$ cat config.mk
export PLATFORM = sky130hd
export DESIGN_NAME = trig_evt_link
export DESIGN_NICKNAME = d
export VERILOG_FILES = /design/src/rtl/tel_pkg.sv /design/src/rtl/tel_cmd_dec.sv /design/src/rtl/tel_tx.sv /design/src/rtl/tel_rx.sv /design/src/rtl/trig_evt_link.sv
export SDC_FILE = /design/constraint.sdc
export NUM_CORES = 1
export LEC_CHECK = 0
export BUFFER_PORTS_ARGS = -buffer_cell sky130_fd_sc_hd__buf_2
export CAP_MARGIN = 5
export CORE_ASPECT_RATIO = 0.75
export CORE_MARGIN = 2
export CORE_UTILIZATION = 30
export CTS_CLUSTER_SIZE = 16
export DETAILED_ROUTE_END_ITERATION = 16
export GPL_ROUTABILITY_DRIVEN = 0
export GPL_TIMING_DRIVEN = 0
export PLACE_DENSITY_LB_ADDON = 0.08
export SETUP_SLACK_MARGIN = 0.2
export SYNTH_ARGS = -nofsm -noshare
export SYNTH_HDL_FRONTEND = slang
export SYNTH_SLANG_ARGS = --single-unit
$ cat constraint.sdc
create_clock -name clk -period 4.4 [get_ports clk]
set_input_delay 0.44 -clock clk [delete_from_list [all_inputs] [get_ports clk]]
set_output_delay 0.44 -clock clk [all_outputs]
set_load 0.1 [all_outputs]
$ cat src/rtl/tel_pkg.sv
// Shared widths and types of the trigger/event-number link.
// Assumes one start bit ahead of the body; all widths derive from here.
package tel_pkg;
    localparam int TYPE_W  = 3;
    localparam int CMD_W   = 2;
    localparam int EVT_W   = 32;
    localparam int BODY_W  = TYPE_W + CMD_W + EVT_W;
    localparam int FRAME_W = 1 + BODY_W;

    typedef struct packed {
        logic [TYPE_W-1:0] ttype;
        logic [CMD_W-1:0]  cmd;
        logic [EVT_W-1:0]  evnum;
    } frame_body_t;
endpackage

$ cat src/rtl/tel_cmd_dec.sv
// Action-code decoder: bit 1 requests a trigger, bit 0 requests a TDC
// reset, and an all-zero code is illegal. Purely combinational.
module tel_cmd_dec
    import tel_pkg::*;
(
    input  logic [CMD_W-1:0] code,
    output logic             want_trig,
    output logic             want_tdc,
    output logic             illegal
);
    // Map each code bit to its action and flag the empty code.
    always_comb begin
        want_trig = code[CMD_W-1];
        want_tdc  = code[0];
        illegal   = (code == '0);
    end
endmodule

$ cat src/rtl/tel_tx.sv
// Frame transmitter. Loads {1, body} on an accepted request and shifts it
// out MSB first. The line flop launches on the falling edge, so that a
// rising-edge receiver samples mid-bit. Requests made while busy are
// dropped. Assumes clk is the bit clock.
module tel_tx
    import tel_pkg::*;
#(
    parameter int FW = FRAME_W
) (
    input  logic        clk,
    input  logic        rst_n,
    input  logic        req,
    input  frame_body_t body,
    output logic        ready,
    output logic        line
);
    localparam int CNT_W = $clog2(FW + 1);

    logic [FW-1:0]    shreg;
    logic [CNT_W-1:0] left;
    logic             busy;

    // Accept a request when idle; otherwise advance the frame one bit.
    always_ff @(posedge clk) begin
        if (!rst_n) begin
            busy  <= 1'b0;
            left  <= '0;
            shreg <= '0;
        end else if (!busy) begin
            if (req) begin
                shreg <= {1'b1, body};
                left  <= CNT_W'(FW);
                busy  <= 1'b1;
            end
        end else begin
            shreg <= {shreg[FW-2:0], 1'b0};
            left  <= left - 1'b1;
            if (left == CNT_W'(1)) busy <= 1'b0;
        end
    end

    // Launch the current bit on the falling edge; idle level is zero.
    always_ff @(negedge clk) begin
        if (!rst_n) line <= 1'b0;
        else        line <= busy & shreg[FW-1];
    end

    assign ready = !busy;
endmodule

$ cat src/rtl/tel_rx.sv
// Frame receiver. Samples on the rising edge. A 1 seen while idle opens a
// frame, and the next BODY_W bits are collected. After the last bit it
// registers the fields and pulses valid plus the action strobes for one
// cycle. Assumes the line idles low and frames are separated by idle bits.
module tel_rx
    import tel_pkg::*;
#(
    parameter int BW = BODY_W
) (
    input  logic        clk,
    input  logic        rst_n,
    input  logic        line,
    output logic        valid,
    output frame_body_t body,
    output logic        trig,
    output logic        tdc_rst,
    output logic        err
);
    localparam int CNT_W = $clog2(BW + 1);

    logic             active;
    logic [CNT_W-1:0] left;
    logic [BW-2:0]    shreg;
    frame_body_t      word;
    logic             d_trig, d_tdc, d_bad;

    assign word = {shreg, line};

    tel_cmd_dec u_dec (
        .code      (word.cmd),
        .want_trig (d_trig),
        .want_tdc  (d_tdc),
        .illegal   (d_bad)
    );

    // Hunt for a start bit, shift in the body, and publish it at the end.
    always_ff @(posedge clk) begin
        if (!rst_n) begin
            active  <= 1'b0;
            left    <= '0;
            shreg   <= '0;
            valid   <= 1'b0;
            trig    <= 1'b0;
            tdc_rst <= 1'b0;
            err     <= 1'b0;
            body    <= '0;
        end else begin
            valid   <= 1'b0;
            trig    <= 1'b0;
            tdc_rst <= 1'b0;
            err     <= 1'b0;
            if (!active) begin
                if (line) begin
                    active <= 1'b1;
                    left   <= CNT_W'(BW);
                end
            end else begin
                shreg <= word[BW-2:0];
                left  <= left - 1'b1;
                if (left == CNT_W'(1)) begin
                    active  <= 1'b0;
                    valid   <= 1'b1;
                    body    <= word;
                    trig    <= d_trig;
                    tdc_rst <= d_tdc;
                    err     <= d_bad;
                end
            end
        end
    end
endmodule

$ cat src/rtl/trig_evt_link.sv
// Top of the trigger/event-number serial link: a transmitter and a
// receiver on the same bit clock. ser_in may be wired to ser_out of this
// or of another instance. Assumes ser_in is already aligned to clk.
module trig_evt_link
    import tel_pkg::*;
(
    input  logic              clk,
    input  logic              rst_n,
    input  logic              tx_req,
    input  logic [TYPE_W-1:0] tx_ttype,
    input  logic [CMD_W-1:0]  tx_cmd,
    input  logic [EVT_W-1:0]  tx_evnum,
    output logic              tx_ready,
    output logic              ser_out,
    input  logic              ser_in,
    output logic              rx_valid,
    output logic [TYPE_W-1:0] rx_ttype,
    output logic [CMD_W-1:0]  rx_cmd,
    output logic [EVT_W-1:0]  rx_evnum,
    output logic              rx_trig,
    output logic              rx_tdc_rst,
    output logic              rx_err
);
    frame_body_t tx_body, rx_body;

    assign tx_body = '{ttype: tx_ttype, cmd: tx_cmd, evnum: tx_evnum};

    tel_tx u_tx (
        .clk   (clk),
        .rst_n (rst_n),
        .req   (tx_req),
        .body  (tx_body),
        .ready (tx_ready),
        .line  (ser_out)
    );

    tel_rx u_rx (
        .clk     (clk),
        .rst_n   (rst_n),
        .line    (ser_in),
        .valid   (rx_valid),
        .body    (rx_body),
        .trig    (rx_trig),
        .tdc_rst (rx_tdc_rst),
        .err     (rx_err)
    );

    assign rx_ttype = rx_body.ttype;
    assign rx_cmd   = rx_body.cmd;
    assign rx_evnum = rx_body.evnum;
endmodule

==> metrics.yaml, run 1 <==
clocking:
  ctsLongestPathBuffers: 2
  cts_tree: "done"
  post_cts_hold_buffer_count: 0
  ctsRootBufferMaster: "sky130_fd_sc_hd__clkbuf_16"
  clock_sinks: 130
  path_clk_slew_ps: 50
  cts_buffers: 17
  post_cts.resized_instances: 0
  insertion_delay_ps: 430
  postCtsSetupBuffers: 0
  clock_tree.htree_level_count: 4
floorplanning:
  floorplan.rows: 41
  floorplan.initialDensity_pct: 30.8
  num_io_pins: 84
  dieHeight_um: 118
  fp.dieArea_mm2: 0.0184
  core_area_mm2: 0.0169
  die_width_um: 156
logic_synthesis:
  synth_compound_area_share_pct: 13.8
  synthDistinctLibCells: 39
  yosysWarningCount: 0
  synthesis.instances: 580
  netlist_area_before_placement_mm2: 0.00520
  seq_area_frac_synth_pct: 50.0
  synth_simple_gate_area_share_pct: 15.1
  synth_fa_ha_area_share_pct: 0.962
  synth-edff-count: 0
  syn_area_per_cell_um2: 8.97
  synth_top_family_by_area: "multiplexers"
  muxShareOfSynthArea_pct: 15.1
  xor_and_xnor_fraction_of_the_mapped_netlist_area_pct: 0.168
  synthFlopType: "sky130_fd_sc_hd__dfxtp_1"
  flop_and_latch_count_out_of_synthesis: 130
  synth-async-reset-ratio_pct: 0
  syn-num-nets: 625
critical_path:
  critical_path_buf_inv_count: 1
  setup.worst_path.start_class: "flip-flop"
  crit_path_max_fanout: 1
  crit_path_cells: "buf_2"
  critical-path-top-delay-family: "buffers and inverters"
  timing.critical_path.slowest_cell_delay_ps: 410
  critical_path_rt_ps: 3960
  cp_data_arrival_time_ps: 3340
  timing.setup.critical_path_class: "flip-flop to output port"
  crit_slowest_cell: "sky130_fd_sc_hd__buf_2"
  critPathCaptureType: "output port"
grt:
  first_global_vias: 4082
  number_of_antenna_violations_at_the_first_check_in_global_routing: 0
  grt_max_degree: 17
  overflow: 0
  grtUsageTotal_pct: 14.5
  first_pass_grt_wire_length_mm: 21.1
power:
  switching_share_pct: 24.4
  powerDensity_mw_per_mm2: 455
  ir_worst_vdd_mv: 0.212
  total_leakage_power_nw: 2.59
  internal_power_mw: 2.23
  combinationalPowerShare_pct: 9.8
  seqPwrFrac_pct: 42.0
  power_switching_mw: 0.722
  clock_power_share_pct: 48.2
drt:
  drt_pass1_iterations: 4
  detailedRoute.firstIterationViolations: 248
  routed_wirelength_mm: 12.8
  route.detailed.vias_per_inst: 4.74
  detailroute.via_count: 4309
  post_drt_wl_per_cell_um: 14.1
  remaining_drc_errors: 0
  final_antenna_net_count: 0
sta:
  hold_viol_final: 0
  skew_ps: 24.8
  setup_violations: 0
  max_slew.worst_pin.slew_ps: 731
  slew-limit-headroom_pct: 51.2
  setup-tns-final_ps: 0
  rsz_0062_raised_after_global_routing: "false"
  maxSlewViolCount: 0
finish:
  diodes: 0
  finalNetCount: 727
  ratio_of_cells_with_drive_above_1_in_the_final_layout_pct: 23.3
  syn_to_final_growth_pct: 24.7
  final_cell_area_mm2: 0.00649
placement:
  port-buffer-count: 83
  dp.final_hpwl_mm: 8.93
  placed_area_mm2: 0.00589
worst_hold_path:
  worstHoldPathType: "input pin to flip-flop"
outcome:
  outcome: "finished, final reports clean"
job:
  cap_viol_max_count: 0
-- metrics by stage --
stage / utilization, % / power (mW) / instances / hold slack [ps] / worst slack, ps
2_1_floorplan: - / 1.47 / 580 / 429 / 851
3_3_place_gp: 34.9 / 1.55 / 878 / 433 / 1020
3_5_place_dp: 34.9 / 1.56 / 878 / 443 / 1010
4_1_cts: 38.5 / 3.00 / 910 / 313 / 596
5_1_grt: 38.5 / 3.08 / 910 / 333 / 585
6_report: 38.5 / 2.95 / 910 / 330 / 618
-- power by group through the flow --
| stage | Combinational, mW | Sequential, mW | Clock [mW] |
|---|---|---|---|
| final | 0.290 | 1.24 | 1.42 |
| after CTS | 0.293 | 1.24 | 1.47 |
| after detailed placement | 0.291 | 1.26 | 0.00284 |
| after floorplan | 0.203 | 1.27 | 0.00284 |
| after global placement | 0.286 | 1.26 | 0.00284 |
| after global routing | 0.323 | 1.24 | 1.52 |
-- per-layer routing --
metal  global-route usage, %  vias to the layer above  part of all wire, %
met5                       0                        -                    0
met4                    4.82                        0                 0.79
met3                    4.09                        9                  3.2
met2                    20.8                       70                   42
met1                    20.9                     2022                   54
li1                        -                     2208                    -
-- worst paths after layout --
| kind | slack [ps] | from | endpoint | cells past startpoint |
|---|---|---|---|---|
| setup / recovery | 620 | u_tx.line | ser_out | 1 |
| hold / removal | 330 | rst_n | u_rx.left[2] | 3 |
| setup reg to reg | 1050 | u_tx.busy | u_tx.line | 2 |
| hold reg to reg | 450 | u_tx.shreg[30] | u_tx.shreg[31] | 2 |
-- cell usage after synthesis, types with 5 or more instances --
| master | count | area share, % |
|---|---|---|
| sky130_fd_sc_hd__inv_1 | 11 | 0.79 |
| sky130_fd_sc_hd__a21oi_1 | 78 | 7.5 |
| sky130_fd_sc_hd__mux2_2 | 36 | 7.8 |
| sky130_fd_sc_hd__dfxtp_1 | 130 | 50 |
| sky130_fd_sc_hd__buf_1 | 8 | 0.58 |
| sky130_fd_sc_hd__nor2_1 | 45 | 3.2 |
| sky130_fd_sc_hd__nor3_1 | 5 | 0.48 |
| sky130_fd_sc_hd__clkbuf_1 | 30 | 2.2 |
| sky130_fd_sc_hd__mux2i_1 | 38 | 7.3 |
| sky130_fd_sc_hd__nand3_1 | 37 | 3.6 |
| sky130_fd_sc_hd__o21ai_1 | 5 | 0.48 |
| sky130_fd_sc_hd__o21ai_0 | 34 | 3.3 |
| sky130_fd_sc_hd__buf_2 | 7 | 0.67 |
| sky130_fd_sc_hd__nand2_1 | 77 | 5.6 |
-- cell usage in the layout (no fill, tap or decap), types with 2 or more instances in the layout --
| master | Yosys | final |
|---|---|---|
| sky130_fd_sc_hd__nand3_1 | 37 | 37 |
| sky130_fd_sc_hd__mux2_2 | 36 | 36 |
| sky130_fd_sc_hd__bufinv_16 | 0 | 2 |
| sky130_fd_sc_hd__mux2i_1 | 38 | 38 |
| sky130_fd_sc_hd__buf_2 | 7 | 90 |
| sky130_fd_sc_hd__nand2_1 | 77 | 77 |
| sky130_fd_sc_hd__o21ai_1 | 5 | 5 |
| sky130_fd_sc_hd__nor2_1 | 45 | 45 |
| sky130_fd_sc_hd__clkbuf_16 | 0 | 17 |
| sky130_fd_sc_hd__buf_6 | 2 | 2 |
| sky130_fd_sc_hd__o21ai_0 | 34 | 34 |
| sky130_fd_sc_hd__nor2b_1 | 2 | 2 |
| sky130_fd_sc_hd__inv_1 | 11 | 11 |
| sky130_fd_sc_hd__a21oi_1 | 78 | 78 |
| sky130_fd_sc_hd__a311oi_1 | 4 | 4 |
| sky130_fd_sc_hd__dfxtp_1 | 130 | 130 |
| sky130_fd_sc_hd__buf_1 | 8 | 8 |
| sky130_fd_sc_hd__nor3_1 | 5 | 5 |
| sky130_fd_sc_hd__o31ai_1 | 2 | 2 |
| sky130_fd_sc_hd__o31a_1 | 2 | 2 |
| sky130_fd_sc_hd__clkinvlp_4 | 0 | 4 |
| sky130_fd_sc_hd__clkbuf_8 | 0 | 5 |
| sky130_fd_sc_hd__a211oi_1 | 3 | 3 |
| sky130_fd_sc_hd__nor4b_1 | 2 | 2 |
| sky130_fd_sc_hd__clkbuf_1 | 30 | 32 |
| sky130_fd_sc_hd__ha_1 | 4 | 4 |
| sky130_fd_sc_hd__and2_1 | 2 | 2 |
-- cell type report --
cell class,instances,area [µm²]
Sequential cell,130,2600
Inverter,11,41.3
Multi-Input combinational cell,390,2350
Buffer,48,205
Fill cell,1688,10400
Timing Repair Buffer,83,415
Clock inverter,9,104
Tap cell,215,269
Clock buffer,24,502
-- cells by family after synthesis --
kind of cell             Yosys count
flip-flops                       130
adder cells (fa/ha/maj)            4
buffers and inverters             60
XOR/XNOR                           1
multiplexers                      74
AND/OR/NAND/NOR                  178
AO/OA/AOI/OAI                    133
-- state kept, by name (all words and copies together) (netlist names) --
name	count
u_tx.shreg	38
u_rx.body	37
u_rx.shreg	36
u_rx.left	6
u_tx.left	6
u_rx.active	1
u_rx.err	1
u_rx.tdc_rst	1
u_rx.trig	1
u_rx.valid	1
u_tx.busy	1
u_tx.line	1
(Power assumes the default switching activity.)
==> run 2: changes to the inputs <==
Settings changed: CELL_PAD_IN_SITES_DETAIL_PLACEMENT set to 0, CELL_PAD_IN_SITES_GLOBAL_PLACEMENT set to 2.
==> run 2 against run 1 <==
  * Routed wire length rose by 2.8%
  * Power is 4.2% lower
  * Sequential cell count stayed put
  * Core utilization decreased by 0.44 points
  * Clock power down 8%
  * Worst hold slack got worse by 11 ps
  * Via count is 0.28% lower
  * Critical path type unchanged
  * Critical endpoint unchanged
  * Largest cell class unchanged
  * Largest power group unchanged
  * Highest routed layer unchanged
==> metrics.yaml, run 2 (synthesized netlist as in run 1, its figures left out) <==
outcome:
  outcome: "finished, final reports clean"
critical_path:
  critical_path_rt_ps: 3960  # about the same
  crit_cells: 1  # unchanged
  crit_slowest_cell: "sky130_fd_sc_hd__buf_2"
  crit_path_cells: "buf_2"
  timing.critical_path.slowest_cell_delay_ps: 410  # about the same
  critical-path-top-delay-family: "buffers and inverters"
  critical_path_buf_inv_count: 1  # unchanged
  cp_data_arrival_time_ps: 3340  # about the same
  critPathCaptureType: "output port"
  setup.worst_path.start_class: "flip-flop"
  crit_path_max_fanout: 1  # unchanged
  timing.reg2reg.worst_path_depth: 2  # unchanged
  timing.setup.critical_path_class: "flip-flop to output port"
power:
  total_power_mw: 2.83  # -4.2%
  ir_worst_vdd_mv: 0.248  # +17%
  total_leakage_power_nw: 2.58  # -0.56%
  powerDensity_mw_per_mm2: 441  # -3.1%
grt:
  number_of_antenna_violations_at_the_first_check_in_global_routing: 0  # unchanged
  first_global_vias: 4146  # +1.6%
  first_pass_grt_wire_length_mm: 21.5  # +1.7%
  overflow: 0  # unchanged
  grtUsageTotal_pct: 14.9  # +0.36 points
  grt_max_degree: 17  # unchanged
drt:
  detailedRoute.firstIterationViolations: 178  # -28%
  detailroute.via_count: 4297  # -0.28%
  post_drt_wl_per_cell_um: 14.5  # +3.0%
  remaining_drc_errors: 0  # unchanged
  route.detailed.vias_per_inst: 4.73  # about the same
  final_antenna_net_count: 0  # unchanged
  routed_wirelength_mm: 13.2  # +2.8%
  drt_pass1_iterations: 4  # unchanged
worst_hold_path:
  worstHoldPathType: "input pin to flip-flop"
  whs_path_depth: 3  # unchanged
placement:
  port-buffer-count: 83  # unchanged
  place_inst: 878  # unchanged
  dp.final_hpwl_mm: 9.21  # +3.1%
finish:
  layout_common_cells: "sky130_fd_sc_hd__dfxtp_1, sky130_fd_sc_hd__buf_2, sky130_fd_sc_hd__a21oi_1"
  largest_register_ff_count: 38  # unchanged
  sequential_cell_area_mm2: 0.00260  # unchanged
  ratio_of_cells_with_drive_above_1_in_the_final_layout_pct: 22.8  # -0.51 points
  syn_to_final_growth_pct: 23.3
  multiInputGateArea_mm2: 0.00235  # unchanged
  largestRegisters: "u_tx.shreg x38, u_rx.body x37, u_rx.shreg x36"
  finalNetCount: 727  # unchanged
  diodes: 0  # unchanged
  fill_cells: 1737  # +2.9%
  final-instance-count-excl-fill: 908  # -0.22%
  leading_cell_type_in_the_layout_fill_and_taps_excluded: "sky130_fd_sc_hd__dfxtp_1"
  top_register: "u_tx.shreg"
sta:
  skew_ps: 28.2  # +3.47 ps
  setup-tns-final_ps: 0  # unchanged
  max_slew.worst_pin.slew_ps: 686  # -45.7 ps
  slew-limit-headroom_pct: 54.3  # +3.0 points
  setup_violations: 0  # unchanged
  rsz_0062_raised_after_global_routing: "false"
  hold_viol_final: 0  # unchanged
  whs_ps: 319  # -11.4 ps
  maxSlewViolCount: 0  # unchanged
floorplanning:
  fp.dieArea_mm2: 0.0184  # unchanged
  dieHeight_um: 118  # unchanged
  die_width_um: 156  # unchanged
  floorplan.initialDensity_pct: 30.8  # unchanged
  core_area_mm2: 0.0169  # unchanged
  num_io_pins: 84  # unchanged
  floorplan.rows: 41  # unchanged
clocking:
  post_cts_hold_buffer_count: 0  # unchanged
  postCtsSetupBuffers: 0  # unchanged
  clock_tree.htree_level_count: 4  # unchanged
  clock_sinks: 130  # unchanged
  cts_buffers: 17  # unchanged
  cts_tree: "done"
  ctsRootBufferMaster: "sky130_fd_sc_hd__clkbuf_16"
  path_clk_slew_ps: 60  # about the same
  insertion_delay_ps: 440  # about the same
  post_cts.resized_instances: 0  # unchanged
  ctsLongestPathBuffers: 2  # unchanged
job:
  cap_viol_max_count: 0  # unchanged
## run 2: cell count changes in the layout (fill, tap and decap cells not counted)
cell,previous run,this run
sky130_fd_sc_hd__bufinv_16,2,1
sky130_fd_sc_hd__clkbuf_1,32,34
sky130_fd_sc_hd__clkbuf_8,5,2
sky130_fd_sc_hd__clkinv_2,1,6
sky130_fd_sc_hd__clkinvlp_2,1,0
sky130_fd_sc_hd__clkinvlp_4,4,0
## run 2: area by class of cell
type	count	share of cell area (%)
clock inverter	8	0.995
buffer	48	3.20
clock buffer	23	7.29
sequential	130	40.6
timing repair buffer	83	6.47
tap	215	4.19
multi-input combinational	390	36.6
inverter	11	0.644
## run 2: stage by stage
stage | area, µm² | setup WS [ps] | utilization (%)
floorplan | 5200 | 851 | -
global placement | 5890 | 1050 | 34.9
detailed placement | 5890 | 1040 | 34.9
CTS | 6420 | 607 | 38.0
global route | 6420 | 569 | 38.0
finish | 6420 | 622 | 38.0
## run 2: worst paths after layout
check,start,slack [ps],to
worst max-delay path,u_tx.line,620,ser_out
worst min-delay path,rst_n,320,u_rx.left[2]
worst max register to register,u_tx.busy,1070,u_tx.line
worst min register to register,u_tx.shreg[23],450,u_tx.shreg[24]
## run 2: worst reg2reg max path, delay by kind of cell, from the launching register on
kind                   cells  cell delay, ps
buffers and inverters      1             410
flip-flops                 1             440
AND/OR/NAND/NOR            1             250
## run 2: power breakdown
group,total (mW),switching (mW),internal [mW]
sequential,1.24,0.0242,1.21
combinational,0.292,0.184,0.108
clock,1.30,0.504,0.795
total,2.83,0.712,2.12
## run 2: per-layer routing
| layer | global-route usage [%] | share of wire [%] |
|---|---|---|
| met3 | 4.01 | 4.4 |
| met1 | 22.5 | 54 |
| met5 | 0 | 0 |
| met4 | 4.59 | 0.83 |
| met2 | 20.3 | 40 |
